`src/rtl/i2cw_pkg.sv`:
```
package i2cw_pkg;
  typedef enum logic [2:0] {
    ST_IDLE,
    ST_START,
    ST_LOW,
    ST_HIGH,
    ST_HOLD,
    ST_STOP_LOW,
    ST_STOP_HIGH,
    ST_STOP_FREE
  } eng_st_t;
endpackage

```
`src/rtl/i2cw_phase_timer.sv`:
```
module i2cw_phase_timer #(
  parameter int unsigned HALF_CYC = 8
) (
  input  logic clk,
  input  logic rst_n,
  input  logic hold_clr,
  output logic ph_mid,
  output logic ph_done
);
  localparam int unsigned CW = (HALF_CYC > 2) ? $clog2(HALF_CYC) : 1;
  localparam logic [CW-1:0] LASTV = CW'(HALF_CYC - 1);
  localparam logic [CW-1:0] MIDV  = CW'(HALF_CYC / 2 - 1);

  logic [CW-1:0] cnt;

  always_ff @(posedge clk or negedge rst_n) begin
    if (!rst_n) cnt <= '0;
    else if (hold_clr || cnt == LASTV) cnt <= '0;
    else cnt <= cnt + 1'b1;
  end

  assign ph_done = !hold_clr && (cnt == LASTV);
  assign ph_mid  = !hold_clr && (cnt == MIDV);


  cnt_range_chk: assert property (@(posedge clk) disable iff (!rst_n)
    (cnt <= LASTV));
endmodule

```
`src/rtl/i2cw_hostif.sv`:
```
module i2cw_hostif #(
  parameter int unsigned DW = 8
) (
  input  logic          clk,
  input  logic          rst_n,
  input  logic [DW-1:0] txh_data,
  input  logic          txh_valid,
  output logic          txh_ready,
  input  logic          cmd_stop,
  input  logic          cmd_enable,
  input  logic          cmd_disable,
  input  logic          sts_rd,
  input  logic          ie_tx_free,
  input  logic          ie_nack,
  input  logic          eng_load,
  input  logic          eng_ack,
  input  logic          eng_nack,
  input  logic          eng_open,
  input  logic          eng_stop_taken,
  output logic          hold_full,
  output logic [DW-1:0] hold_data,
  output logic          stop_req,
  output logic          tx_free,
  output logic          nack,
  output logic          irq
);
  logic enabled;
  logic wr_acc;

  assign txh_ready = enabled && !hold_full && !nack;
  assign wr_acc    = txh_valid && txh_ready;

  always_ff @(posedge clk or negedge rst_n) begin
    if (!rst_n) begin
      enabled   <= 1'b0;
      hold_full <= 1'b0;
      hold_data <= '0;
      tx_free   <= 1'b0;
      nack      <= 1'b0;
      stop_req  <= 1'b0;
    end else begin
      if (cmd_disable)     enabled <= 1'b0;
      else if (cmd_enable) enabled <= 1'b1;

      if (eng_nack || eng_load) hold_full <= 1'b0;
      else if (wr_acc)          hold_full <= 1'b1;
      if (wr_acc) hold_data <= txh_data;

      if (cmd_disable)  tx_free <= 1'b0;
      else if (wr_acc)  tx_free <= 1'b0;
      else if (eng_ack) tx_free <= 1'b1;

      if (eng_nack)    nack <= 1'b1;
      else if (sts_rd) nack <= 1'b0;

      if (eng_stop_taken)            stop_req <= 1'b0;
      else if (cmd_stop && eng_open) stop_req <= 1'b1;
    end
  end

  assign irq = (tx_free && ie_tx_free) || (nack && ie_nack);


  ack_sets_free_chk: assert property (@(posedge clk) disable iff (!rst_n)
    (eng_ack && !cmd_disable && !wr_acc) |=> tx_free);

  nack_sticky_chk: assert property (@(posedge clk) disable iff (!rst_n)
    (nack && !sts_rd) |=> nack);

  nack_drop_chk: assert property (@(posedge clk) disable iff (!rst_n)
    eng_nack |=> (!hold_full && nack));

  disable_clear_chk: assert property (@(posedge clk) disable iff (!rst_n)
    cmd_disable |=> (!tx_free && !txh_ready));
endmodule

```
`src/rtl/i2cw_engine.sv`:
```
module i2cw_engine
  import i2cw_pkg::*;
#(
  parameter int unsigned DW = 8
) (
  input  logic          clk,
  input  logic          rst_n,
  input  logic          ph_mid,
  input  logic          ph_done,
  input  logic [DW-2:0] dev_addr,
  input  logic          hold_full,
  input  logic [DW-1:0] hold_data,
  input  logic          stop_req,
  input  logic          sda_in,
  output logic          scl_low,
  output logic          sda_low,
  output logic          ph_clr,
  output logic          load,
  output logic          ack_evt,
  output logic          nack_evt,
  output logic          open_xfer,
  output logic          stop_taken
);
  localparam int unsigned BCW = $clog2(DW + 1);
  localparam logic [BCW-1:0] ACK_SLOT = BCW'(DW);

  eng_st_t        st;
  logic [DW-1:0]  sh;
  logic [BCW-1:0] bitn;
  logic           ack_smp;
  logic           last;
  logic           byte_end;

  always_comb begin
    last       = (bitn == ACK_SLOT);
    byte_end   = (st == ST_HIGH) && ph_done && last;
    ack_evt    = byte_end && !ack_smp;
    nack_evt   = byte_end && ack_smp;
    load       = (ack_evt && hold_full) || ((st == ST_HOLD) && hold_full);
    stop_taken = nack_evt
              || (ack_evt && !hold_full && stop_req)
              || ((st == ST_HOLD) && !hold_full && stop_req);
    ph_clr     = (st == ST_IDLE) || (st == ST_HOLD);
    open_xfer  = (st == ST_START) || (st == ST_LOW) || (st == ST_HIGH) || (st == ST_HOLD);
  end

  always_ff @(posedge clk or negedge rst_n) begin
    if (!rst_n) begin
      st      <= ST_IDLE;
      sh      <= '0;
      bitn    <= '0;
      ack_smp <= 1'b1;
      scl_low <= 1'b0;
      sda_low <= 1'b0;
    end else begin
      case (st)
        ST_IDLE: begin
          if (hold_full) begin
            st      <= ST_START;
            sda_low <= 1'b1;
            sh      <= {dev_addr, 1'b0};
            bitn    <= '0;
          end
        end
        ST_START: begin
          if (ph_done) begin
            st      <= ST_LOW;
            scl_low <= 1'b1;
          end
        end
        ST_LOW: begin
          if (ph_mid) sda_low <= last ? 1'b0 : !sh[DW-1];
          if (ph_done) begin
            st      <= ST_HIGH;
            scl_low <= 1'b0;
          end
        end
        ST_HIGH: begin
          if (ph_mid && last) ack_smp <= sda_in;
          if (ph_done) begin
            scl_low <= 1'b1;
            if (!last) begin
              sh   <= {sh[DW-2:0], 1'b0};
              bitn <= bitn + 1'b1;
              st   <= ST_LOW;
            end else if (nack_evt) begin
              st <= ST_STOP_LOW;
            end else if (hold_full) begin
              sh   <= hold_data;
              bitn <= '0;
              st   <= ST_LOW;
            end else if (stop_req) begin
              st <= ST_STOP_LOW;
            end else begin
              st <= ST_HOLD;
            end
          end
        end
        ST_HOLD: begin
          if (hold_full) begin
            sh   <= hold_data;
            bitn <= '0;
            st   <= ST_LOW;
          end else if (stop_req) begin
            st <= ST_STOP_LOW;
          end
        end
        ST_STOP_LOW: begin
          if (ph_mid) sda_low <= 1'b1;
          if (ph_done) begin
            st      <= ST_STOP_HIGH;
            scl_low <= 1'b0;
          end
        end
        ST_STOP_HIGH: begin
          if (ph_done) begin
            sda_low <= 1'b0;
            st      <= ST_STOP_FREE;
          end
        end
        ST_STOP_FREE: begin
          if (ph_done) st <= ST_IDLE;
        end
        default: st <= ST_IDLE;
      endcase
    end
  end


  start_shape_chk: assert property (@(posedge clk) disable iff (!rst_n)
    (st == ST_START) |-> (!scl_low && sda_low));

  sda_move_chk: assert property (@(posedge clk) disable iff (!rst_n)
    (!scl_low && !$past(scl_low) && (sda_low != $past(sda_low)))
      |-> ((st == ST_START) || (st == ST_STOP_FREE)));

  stretch_chk: assert property (@(posedge clk) disable iff (!rst_n)
    (st == ST_HOLD) |-> (scl_low && !sda_low));

  nack_stop_chk: assert property (@(posedge clk) disable iff (!rst_n)
    nack_evt |=> ((st == ST_STOP_LOW) && scl_low));

  stop_entry_chk: assert property (@(posedge clk) disable iff (!rst_n)
    stop_taken |=> (st == ST_STOP_LOW));
endmodule

```
`src/rtl/i2cw_master.sv`:
```
module i2cw_master #(
  parameter int unsigned HALF_CYC = 8,
  parameter int unsigned DW       = 8
) (
  input  logic          clk,
  input  logic          rst_n,
  input  logic [DW-2:0] dev_addr,
  input  logic [DW-1:0] txh_data,
  input  logic          txh_valid,
  output logic          txh_ready,
  input  logic          cmd_stop,
  input  logic          cmd_enable,
  input  logic          cmd_disable,
  input  logic          sts_rd,
  input  logic          ie_tx_free,
  input  logic          ie_nack,
  output logic          flag_tx_free,
  output logic          flag_nack,
  output logic          irq,
  output logic          scl_drv_low,
  output logic          sda_drv_low,
  input  logic          sda_in
);
  logic          ph_mid, ph_done, ph_clr;
  logic          load, ack_evt, nack_evt, open_xfer, stop_taken;
  logic          hold_full, stop_req;
  logic [DW-1:0] hold_data;

  i2cw_phase_timer #(.HALF_CYC(HALF_CYC)) u_timer (
    .clk(clk), .rst_n(rst_n), .hold_clr(ph_clr),
    .ph_mid(ph_mid), .ph_done(ph_done)
  );

  i2cw_hostif #(.DW(DW)) u_host (
    .clk(clk), .rst_n(rst_n),
    .txh_data(txh_data), .txh_valid(txh_valid), .txh_ready(txh_ready),
    .cmd_stop(cmd_stop), .cmd_enable(cmd_enable), .cmd_disable(cmd_disable),
    .sts_rd(sts_rd), .ie_tx_free(ie_tx_free), .ie_nack(ie_nack),
    .eng_load(load), .eng_ack(ack_evt), .eng_nack(nack_evt),
    .eng_open(open_xfer), .eng_stop_taken(stop_taken),
    .hold_full(hold_full), .hold_data(hold_data), .stop_req(stop_req),
    .tx_free(flag_tx_free), .nack(flag_nack), .irq(irq)
  );

  i2cw_engine #(.DW(DW)) u_eng (
    .clk(clk), .rst_n(rst_n), .ph_mid(ph_mid), .ph_done(ph_done),
    .dev_addr(dev_addr), .hold_full(hold_full), .hold_data(hold_data),
    .stop_req(stop_req), .sda_in(sda_in),
    .scl_low(scl_drv_low), .sda_low(sda_drv_low), .ph_clr(ph_clr),
    .load(load), .ack_evt(ack_evt), .nack_evt(nack_evt),
    .open_xfer(open_xfer), .stop_taken(stop_taken)
  );
endmodule

```
`config.mk`:
```
export PLATFORM = sky130hd
export DESIGN_NAME = i2cw_master
export DESIGN_NICKNAME = d
export VERILOG_FILES = /design/src/rtl/i2cw_pkg.sv /design/src/rtl/i2cw_phase_timer.sv /design/src/rtl/i2cw_hostif.sv /design/src/rtl/i2cw_engine.sv /design/src/rtl/i2cw_master.sv
export SDC_FILE = /design/constraint.sdc
export NUM_CORES = 1
export LEC_CHECK = 0
export ABC_AREA = 1
export BUFFER_PORTS_ARGS = -buffer_cell sky130_fd_sc_hd__buf_2
export CELL_PAD_IN_SITES_DETAIL_PLACEMENT = 0
export CELL_PAD_IN_SITES_GLOBAL_PLACEMENT = 1
export CORE_MARGIN = 8
export CORE_UTILIZATION = 44
export DETAILED_ROUTE_END_ITERATION = 12
export GPL_ROUTABILITY_DRIVEN = 0
export GPL_TIMING_DRIVEN = 1
export PLACE_DENSITY = 0.94
export SLEW_MARGIN = 20
export SYNTH_ARGS = -nofsm -noshare
export SYNTH_HDL_FRONTEND = slang
export SYNTH_SLANG_ARGS = --single-unit
```
`constraint.sdc`:
```
create_clock -name clk -period 2.46 [get_ports clk]
set_input_delay 0.492 -clock clk [delete_from_list [all_inputs] [get_ports clk]]
set_output_delay 0.492 -clock clk [all_outputs]
set_load 0.01 [all_outputs]
```
==> results.sh <==
export IMPL_grt_overflow=0
export IMPL_setup_tns_ns=0
export IMPL_worstSetupPathType="flip-flop to flip-flop"
export IMPL_grt_max_degree=35
export IMPL_first_pass_iters=4
export IMPL_wl_per_cell_um=13.0
export IMPL_htreeDepth=2
export IMPL_synth_edf_count=0
export IMPL_cellPowerDensity_nw_per_um2=514
export IMPL_dpl_cell_area_sq_um=2120
export IMPL_layout_nets=301
export IMPL_ys_top_cells_by_area="dfrtp_1 (43%), nand2_1 (14%), nand3_1 (4.7%)"
export IMPL_yosysWarnings=0
export IMPL_postLayoutCoreUtil=0.520
export IMPL_antennaDiodeCount=0
export IMPL_drv_cap=0
export IMPL_synth_top_area_frac=0.430
export IMPL_synth_seq_cells=34
export IMPL_port_buffers=30
export IMPL_max_slew_margin_rel=0.492
export IMPL_ys_flop_type="dfrtp_1"
export IMPL_status="complete, no violations"
export IMPL_die_area_sq_um=6740
export IMPL_core_region_area_sq_um=4290
export IMPL_rows=24
export IMPL_numCtsBuffers=5
export IMPL_crit_path_start_kind="flip-flop"
export IMPL_initial_core_util=0.448
export IMPL_rsz0062_at_grt="no"
export IMPL_place_hpwl_mm=3.19
export IMPL_grt_pass1_vias=1589
export IMPL_path_clk_slew_ns=0.07
export IMPL_areaGrowthSynthToFinish_pct=16.3
export IMPL_clock_latency_ns=0.28
export IMPL_p_leak_nw=1.14
export IMPL_first_iter_violations=93
export IMPL_cp_data_required_time_ns=2.68
export IMPL_p_total_w=0.00115
export IMPL_syn_nets=267
export IMPL_ant_nets=0
export IMPL_io_pins=31
export IMPL_vias=1629
export IMPL_max_clock_freq_mhz=542
export IMPL_wirelength_mm=4.21
export IMPL_cts_tree="yes"
export IMPL_ys_types=30
export IMPL_netlist_top_cell_by_area="dfrtp_1"
export IMPL_ys_async_sr_fraction=1.00
export IMPL_grt_total_usage=0.135
export IMPL_dieWidth_um=82.1
export IMPL_yosysMostFrequentCell="nand2_1"
export IMPL_ctsHoldBuffers=0
export IMPL_syn_inst=237
export IMPL_peakVddDrop_mv=0.339
export IMPL_cts_sinks=34
export IMPL_crit_path_end="u_eng.sh[3]"
export IMPL_fin_area_sq_um=2230
export IMPL_stdcell_count=323
export IMPL_finalCritPeriodShare=0.750
export IMPL_dp_cells=316
export IMPL_synth_common_cells="nand2_1 (70), dfrtp_1 (33), inv_1 (19), nand3_1 (18), nor2_1 (18)"
export IMPL_ff2ff_setup_slack_ns=0.62
export IMPL_drc_errors=0
export IMPL_clockBufferDepth=2
export IMPL_antenna_found_initial=0
export IMPL_postCtsResizedCells=0
export IMPL_die_h_um=82.1
export IMPL_cts_root_buf="clkbuf_8"
export IMPL_hold_viol_final=0
export IMPL_hp_class="primary input to asynchronous set/reset pin"
export IMPL_finClkSkew_ns=0.00586
export IMPL_layout_drive_gt1_share=0.269
export IMPL_worstReg2RegEnd="u_eng.sh[3]"
export IMPL_tightest_slew_ns=0.762
export IMPL_crit_start="u_eng.bitn[0]"
export IMPL_ys_seq_area_frac=0.443
export IMPL_period_minus_slack_ns=1.84
export IMPL_cp_arrival_ns=2.07
export IMPL_syn_avg_cell_area_sq_um=8.11
export IMPL_cp_max_fo=13
export IMPL_via_per_inst=5.04
export IMPL_r2r_cells=10
export IMPL_synthesis_area_sq_um=1920
export IMPL_slew_viol_final=0
export IMPL_worstReg2RegStart="u_eng.bitn[0]"
export IMPL_setup_viol=0
export IMPL_post_cts_buffers=0
export IMPL_end_kind="flip-flop"
export IMPL_grt_pass1_wl_mm=7.13
[worst max-delay path: stages (launching register included)]
cell and delay, ns:
dfrtp_1 0.42, inv_1 0.09, ha_1 0.16, nand3_2 0.25, nor2_2 0.24, nand2_2 0.13
nand2_4 0.15, nor2_8 0.06, o21ai_4 0.12, nand2_1 0.08, nand2_1 0.07
[power by group]
group | switching (W) | total [W] | leakage [nW] | internal, W
registers | 0.00000554 | 0.000573 | 0.432 | 0.000568
clock network | 0.000205 | 0.000530 | 0.0573 | 0.000324
logic | 0.0000242 | 0.0000447 | 0.647 | 0.0000206
[layout by cell type, fill, tap and decap left out, types with 8 or more instances in the layout]
| cell | count |
|---|---|
| nor2_2 | 8 |
| dfrtp_1 | 33 |
| o211ai_1 | 9 |
| a21oi_1 | 10 |
| nand3_1 | 18 |
| inv_1 | 19 |
| mux2_2 | 8 |
| nand2_1 | 70 |
| nor2_1 | 18 |
| o21ai_0 | 10 |
| buf_2 | 30 |
[worst min-delay path by stage]
stage | slack, ns | to | cells past startpoint
2_1_floorplan | 0.20 | u_eng.bitn[0] | 0
3_3_place_gp | 0.43 | u_timer.cnt[0] | 1
3_5_place_dp | 0.43 | u_timer.cnt[0] | 1
4_1_cts | 0.30 | u_eng.st[0] | 1
5_1_grt | 0.35 | u_eng.st[0] | 1
6_report | 0.27 | u_eng.st[1] | 1
[sequential cells by signal, summed over array words and instances, names as in the netlist]
name and count:
u_eng.scl_low 1, u_host.tx_free 1, u_eng.sh 8, u_timer.cnt 3
u_host.nack 1, u_host.hold_data 8, u_host.hold_full 1, u_host.enabled 1
u_eng.st 3, u_eng.sda_low 1, u_eng.ack_smp 1, u_eng.bitn 4
u_host.stop_req 1
[per-stage QoR]
step,worst slack [ns],hold slack [ns]
after global routing,0.447,0.355
final,0.615,0.271
after CTS,0.617,0.302
after floorplan,0.878,0.196
after detailed placement,0.629,0.433
after global placement,0.647,0.427
[routing by layer]
layer  vias to the layer above  track usage  routed length [um]
met1                       743        0.185                2030
met5                         -            0                   0
met2                        43        0.200                1920
li1                        835            -                   -
met3                         8       0.0238                 169
met4                         0       0.0684                  87
[cell type report]
class                           count  area (sq um)
Sequential cell                    34           852
Clock inverter                      1          30.0
Tap cell                           52          65.1
Timing Repair Buffer               31           158
Fill cell                         390          2060
Inverter                           26           100
Clock buffer                        6          82.6
Multi-Input combinational cell    173           947
[kinds of logic (layout without fill, tap and decap cells)]
logic type | count (synthesis) | after routing | share of synthesized area
adder cells (fa/ha/maj) | 5 | 5 | 0.0326
multiplexers | 8 | 8 | 0.0469
buffers and inverters | 30 | 64 | 0.0638
XOR/XNOR | 1 | 1 | 0.00456
AND/OR/NAND/NOR | 126 | 126 | 0.301
AO/OA/AOI/OAI | 33 | 33 | 0.108
flip-flops | 34 | 34 | 0.443
(Power assumes the default switching activity.)
